==> src/rtl/wdt_pkg.sv <==
package wdt_pkg;
  localparam int ADDR_W   = 4;
  localparam int DATA_W   = 32;
  localparam int DELAY_W  = 5;
  localparam int CAUSE_W  = 3;

  localparam logic [ADDR_W-1:0] ADDR_SOFT = 4'h0;
  localparam logic [ADDR_W-1:0] ADDR_CFG  = 4'h4;
  localparam logic [ADDR_W-1:0] ADDR_KA1  = 4'h8;
  localparam logic [ADDR_W-1:0] ADDR_KA2  = 4'hC;

  localparam logic [DATA_W-1:0] MAGIC_FIRST  = 32'hABCD_1234;
  localparam logic [DATA_W-1:0] MAGIC_SECOND = 32'h4321_DCBA;

  localparam logic [CAUSE_W-1:0] CAUSE_HARD    = 3'd0;
  localparam logic [CAUSE_W-1:0] CAUSE_TIMEOUT = 3'd1;
  localparam logic [CAUSE_W-1:0] CAUSE_BADKICK = 3'd2;
  localparam logic [CAUSE_W-1:0] CAUSE_SOFT    = 3'd3;
  localparam logic [CAUSE_W-1:0] CAUSE_USER    = 3'd4;

  // strobes from control to datapath
  typedef struct packed {
    logic cntClear;
    logic cntRun;
    logic evBad;
    logic evSoft;
    logic evUser;
  } wdtStrobes_t;
endpackage

==> src/rtl/wdt_ctrl.sv <==
module wdt_ctrl
  import wdt_pkg::*;
(
  input  logic                clk,
  input  logic                rstN,
  input  logic [ADDR_W-1:0]   busAddr,
  input  logic [DATA_W-1:0]   busWdata,
  input  logic                busWe,
  input  logic                userRstIn,
  output wdtStrobes_t         strobes,
  output logic                cfgEn,
  output logic [DELAY_W-1:0]  cfgDelay,
  output logic                running
);
  logic armed;
  logic wrSoft, wrCfg, wrKa1, wrKa2;
  logic ka1Ok, ka1Bad, pairOk, ka2Bad;
  logic unusedBits;

  assign wrSoft = busWe && (busAddr == ADDR_SOFT);
  assign wrCfg  = busWe && (busAddr == ADDR_CFG);
  assign wrKa1  = busWe && (busAddr == ADDR_KA1);
  assign wrKa2  = busWe && (busAddr == ADDR_KA2);

  assign ka1Ok  = wrKa1 && (busWdata == MAGIC_FIRST);
  assign ka1Bad = wrKa1 && !ka1Ok;
  assign pairOk = wrKa2 && armed && (busWdata == MAGIC_SECOND);
  assign ka2Bad = wrKa2 && !pairOk;

  assign unusedBits = ^busWdata[DATA_W-2:DELAY_W];

  always_ff @(posedge clk or negedge rstN) begin
    if (!rstN) begin
      cfgEn    <= 1'b0;
      cfgDelay <= '0;
      armed    <= 1'b0;
      running  <= 1'b0;
    end else begin
      if (wrCfg) begin
        cfgEn    <= busWdata[DATA_W-1];
        cfgDelay <= busWdata[DELAY_W-1:0];
      end
      if (ka1Ok)
        armed <= 1'b1;
      else if (ka1Bad || wrKa2)
        armed <= 1'b0;
      if (wrCfg && busWdata[DATA_W-1])
        running <= 1'b1;
      else if (pairOk && !cfgEn)
        running <= 1'b0;
    end
  end

  always_comb begin
    strobes.cntClear = pairOk || (wrCfg && busWdata[DATA_W-1] && !running);
    strobes.cntRun   = running;
    strobes.evBad    = ka1Bad || ka2Bad;
    strobes.evSoft   = wrSoft;
    strobes.evUser   = userRstIn;
  end
endmodule

==> src/rtl/wdt_datapath.sv <==
module wdt_datapath
  import wdt_pkg::*;
(
  input  logic                clk,
  input  logic                rstN,
  input  logic                porRstN,
  input  logic                tickEn,
  input  wdtStrobes_t         strobes,
  input  logic [DELAY_W-1:0]  cfgDelay,
  output logic [CAUSE_W-1:0]  causeCode,
  output logic                rstReq
);
  localparam int CNT_W = (1 << DELAY_W) + 1;

  logic [CNT_W-1:0]   count;
  logic [CNT_W-1:0]   termVal;
  logic [DELAY_W:0]   shAmt;
  logic               timeoutHit;
  logic               anyEv;
  logic [CAUSE_W-1:0] nextCause;

  assign shAmt      = {1'b0, cfgDelay} + (DELAY_W+1)'(1);
  assign termVal    = (CNT_W'(1) << shAmt) - CNT_W'(1);
  assign timeoutHit = strobes.cntRun && tickEn && (count == termVal);
  assign anyEv      = strobes.evUser || strobes.evSoft || strobes.evBad || timeoutHit;

  always_comb begin
    if (strobes.evUser)      nextCause = CAUSE_USER;
    else if (strobes.evSoft) nextCause = CAUSE_SOFT;
    else if (strobes.evBad)  nextCause = CAUSE_BADKICK;
    else                     nextCause = CAUSE_TIMEOUT;
  end

  always_ff @(posedge clk or negedge rstN) begin
    if (!rstN) begin
      count  <= '0;
      rstReq <= 1'b0;
    end else begin
      rstReq <= anyEv;
      if (strobes.cntClear || anyEv)
        count <= '0;
      else if (strobes.cntRun && tickEn)
        count <= count + CNT_W'(1);
    end
  end

  // sticky cause: only power-on reset clears it
  always_ff @(posedge clk or negedge porRstN) begin
    if (!porRstN)
      causeCode <= CAUSE_HARD;
    else if (anyEv)
      causeCode <= nextCause;
  end
endmodule

==> src/rtl/magic_watchdog.sv <==
module magic_watchdog
  import wdt_pkg::*;
(
  input  logic               clk,
  input  logic               porRstN,
  input  logic               sysRstN,
  input  logic               tickEn,
  input  logic               userRstIn,
  input  logic [ADDR_W-1:0]  busAddr,
  input  logic [DATA_W-1:0]  busWdata,
  input  logic               busWe,
  output logic [DATA_W-1:0]  busRdata,
  output logic               rstReq
);
  wdtStrobes_t         strobes;
  logic                cfgEn;
  logic [DELAY_W-1:0]  cfgDelay;
  logic                running;
  logic [CAUSE_W-1:0]  causeCode;
  logic                rstN;

  assign rstN = porRstN & sysRstN;

  wdt_ctrl u_ctrl (
    .clk(clk), .rstN(rstN), .busAddr(busAddr), .busWdata(busWdata),
    .busWe(busWe), .userRstIn(userRstIn), .strobes(strobes),
    .cfgEn(cfgEn), .cfgDelay(cfgDelay), .running(running)
  );

  wdt_datapath u_dp (
    .clk(clk), .rstN(rstN), .porRstN(porRstN), .tickEn(tickEn),
    .strobes(strobes), .cfgDelay(cfgDelay), .causeCode(causeCode),
    .rstReq(rstReq)
  );

  always_comb begin
    busRdata = '0;
    if (busAddr == ADDR_CFG)
      busRdata = {cfgEn, {(DATA_W-1-DELAY_W){1'b0}}, cfgDelay};
    else if (busAddr == ADDR_KA1)
      busRdata = {{(DATA_W-CAUSE_W){1'b0}}, causeCode};
  end
endmodule

==> config.mk <==
export PLATFORM = sky130hd
export DESIGN_NAME = magic_watchdog
export DESIGN_NICKNAME = d
export VERILOG_FILES = /design/src/rtl/wdt_pkg.sv /design/src/rtl/wdt_ctrl.sv /design/src/rtl/wdt_datapath.sv /design/src/rtl/magic_watchdog.sv
export SDC_FILE = /design/constraint.sdc
export NUM_CORES = 1
export LEC_CHECK = 0
export CAP_MARGIN = 20
export CORE_UTILIZATION = 54
export DETAILED_ROUTE_END_ITERATION = 6
export GPL_TIMING_DRIVEN = 1
export PLACE_DENSITY = 0.81
export SETUP_SLACK_MARGIN = 0.5
export SLEW_MARGIN = 20
export SYNTH_ARGS = -nofsm -noshare
export SYNTH_HDL_FRONTEND = slang
export SYNTH_SLANG_ARGS = --single-unit
export TNS_END_PERCENT = 10
==> constraint.sdc <==
create_clock -name clk -period 3.96 [get_ports clk]
set_input_delay 0.99 -clock clk [delete_from_list [all_inputs] [get_ports clk]]
set_output_delay 0.99 -clock clk [all_outputs]
set_load 0.005 [all_outputs]
==> out/qor.tcl <==
set qor(post_route_cells_drive_above_1_share) 0.1442
set qor(synth_async_sr_flop_share) 1.000
set qor(hold_path_end) {u_ctrl.armed$_DFFE_PN0P_}
set qor(grt_use_total) 0.2661
set qor(numCtsBuffers) 5
set qor(hold_class) {flop to flop}
set qor(synthDominantCellAreaShare) 0.2616
set qor(num_rows) 32
set qor(post-route-util) 0.6179
set qor(timing.critical_path.from) {busAddr[3]}
set qor(synth_cell_type_count) 80
set qor(route.vias.total) 3886
set qor(worst_hold_startpoint) {u_ctrl.armed$_DFFE_PN0P_}
set qor(max_clock_freq_mhz) 293.4
set qor(die_area_um2) 8334
set qor(r2r-end) {u_dp.count[4]$_DFFE_PN0P_}
set qor(synthToLayoutAreaGrowth_pct) 10.90
set qor(place_congestion) 0.9485
set qor(nets) 577
set qor(first_global_vias) 3596
set qor(io-pin-count) 75
set qor(die-width_um) 91.29
set qor(layout_worst_path_cycle_share) 0.8607
set qor(drt-wirelength-per-cell_um) 16.83
set qor(wl_um) 10710
set qor(tns_ns) 0
set qor(clkLatencyLatePin_ns) 0.30
set qor(crit_type) {input port to primary output}
set qor(irDropWorstVdd_mv) 0.1917
set qor(hold_violations) 0
set qor(post_synth_inst_count) 506
set qor(final-max-slew-violation-count) 0
set qor(number_of_clock_sinks) 45
set qor(final_antenna_net_count) 0
set qor(synth_enable_flop_cells) 0
set qor(timing.rr.start) {u_ctrl.cfgDelay[3]$_DFFE_PN0P_}
set qor(start_kind) {input port}
set qor(maxCapViolCount) 0
set qor(first_pass_iters) 5
set qor(final_cell_mix) {nand2_1, clkdlybuf4s50_1, dfrtp_1, conb_1, nor3_2}
set qor(numPortBuffers) 48
set qor(post_synthesis_area_per_instance_um2) 8.509
set qor(clk_pin_slew_ns) 0.08
set qor(whs_path_depth) 1
set qor(clock_tree_from_tritoncts) {yes}
set qor(cp.required_ns) 2.97
set qor(syn_area_um2) 4305
set qor(leakagePower_nw) 1.915
set qor(synth_area_leader_cell) {dfrtp_1}
set qor(critical_path.endpoint_type) {primary output}
set qor(dp.final_hpwl_um) 7690
set qor(floorplan.core_area_um2) 7727
set qor(cts.htree.levels) 2
set qor(yosys_register_bits) 45
set qor(status) {finished, final reports clean}
set qor(timing.max_slew.rel_slack) 0.5638
set qor(antenna_found_initial) 0
set qor(layout.cells.most_common) {nand2_1}
set qor(grt_max_degree) 47
set qor(drt_first_iter_violations) 285
set qor(worst_slew_pin_slew_ns) 0.6484
set qor(max-clock-path-buffers) 2
set qor(num_antenna_cells) 0
set qor(rsz0062_at_grt) {true}
set qor(worst-r2r-cell-count) 12
set qor(start_util) 0.5572
set qor(path_max_fanout) 6
set qor(fin_skew_ns) 0.004987
set qor(synth-seq-area-share) 0.2616
set qor(critPathArrivalTime_ns) 2.42
set qor(yosys-top-cells-area) {dfrtp_1, nor3_2, nand2_1}
set qor(reg2reg_setup_slack_ns) 0.71
set qor(synthesis.yosys.warnings) 0
set qor(die-height_um) 91.29
set qor(routed_via_density) 6.110
set qor(grt.overflow.total) 0
set qor(timing.final.setup_violations) 0
set qor(grt_pass1_wl_um) 17860
set qor(cts_root_cell) {clkbuf_8}
set qor(layout_min_cycle_time_ns) 3.409
set qor(powerDensity_nw_per_um2) 290.1
set qor(drc_violations_left) 0
set qor(synthFlopType) {dfrtp_1}
-- cells by family (layout without fill, tap and decap cells) --
logic type | after synthesis | after routing | share of synthesized area
adders and majority gates | 2 | 2 | 0.005811
other | 2 | 27 | 0.001744
buffers and inverters | 75 | 78 | 0.1180
muxes | 11 | 11 | 0.02761
AOI/OAI and AO/OA | 81 | 81 | 0.1372
and+or+nand+nor | 245 | 245 | 0.3499
xor gates and xnor gates | 45 | 45 | 0.09823
DFF | 45 | 45 | 0.2616
-- cells in the mapped netlist, types with 12 or more instances --
cell type / n
nor3_1: 23
and3_1: 13
o21ai_0: 19
buf_4: 29
xor2_1: 19
nand3_1: 14
nor3_2: 24
dfrtp_1: 45
buf_2: 15
xnor2_1: 24
nand2_1: 61
nand4_1: 12
nor2_1: 24
-- repair_timing --
action                     in CTS  in global routing
setup buffers                   1                  0
setup endpoints to repair       6                 40
hold buffers                    0                  0
resized for setup               5                  3
-- layer usage --
layer,vias to the layer above,part of all wire,global-route usage
li1,1832,-,-
met1,1890,0.44,0.3630
met2,142,0.48,0.4407
met3,22,0.057,0.03183
met4,0,0.021,0.08333
met5,-,0,0
-- registers in the layout (all words and copies together), names as in the netlist --
signal           flops
u_ctrl.cfgEn         1
u_ctrl.armed         1
u_dp.count          33
u_ctrl.running       1
u_dp.causeCode       3
u_dp.rstReq          1
u_ctrl.cfgDelay      5
-- worst max path at each step --
stage                                            end
after floorplan           u_dp.count[22]$_DFFE_PN0P_
after global placement                   busRdata[0]
after detailed placement                 busRdata[1]
after CTS                                busRdata[4]
after global routing       u_dp.count[1]$_DFFE_PN0P_
final                                    busRdata[1]
-- worst max-delay path, cell delays in order --
cell and delay, ns:
dlygate4sd2_1 0.35, nor2b_2 0.25, a22oi_1 0.09, nor3_1 0.19, clkdlybuf4s50_1 0.54
-- final cells by class --
type	count	area (um^2)
fillers	680	2953
clock buffers	6	82.58
well taps	102	127.6
flip-flops and latches	45	1126
repair buffers	60	593.1
multi-input cells	411	2794
inverters	10	37.54
clock inverters	2	13.76
-- report_power, final --
part | internal, mW | switching, mW
clock network | 0.142 | 0.161
logic | 0.231 | 0.355
registers | 0.479 | 0.0175
total | 0.851 | 0.534
-- per-stage QoR --
step	setup WS [ns]	total power, mW	hold WS, ns	cell area, um^2	cells
floorplan	0.8270	0.9815	0.4555	4399	531
global placement	0.2899	1.061	0.4866	4649	627
detailed placement	0.2034	1.072	0.4929	4649	627
CTS	0.5367	1.376	0.5143	4761	636
global route	0.4698	1.465	0.5471	4775	636
finish	0.5515	1.385	0.5103	4775	636
No activity file was read; power rests on OpenSTA's default activity.
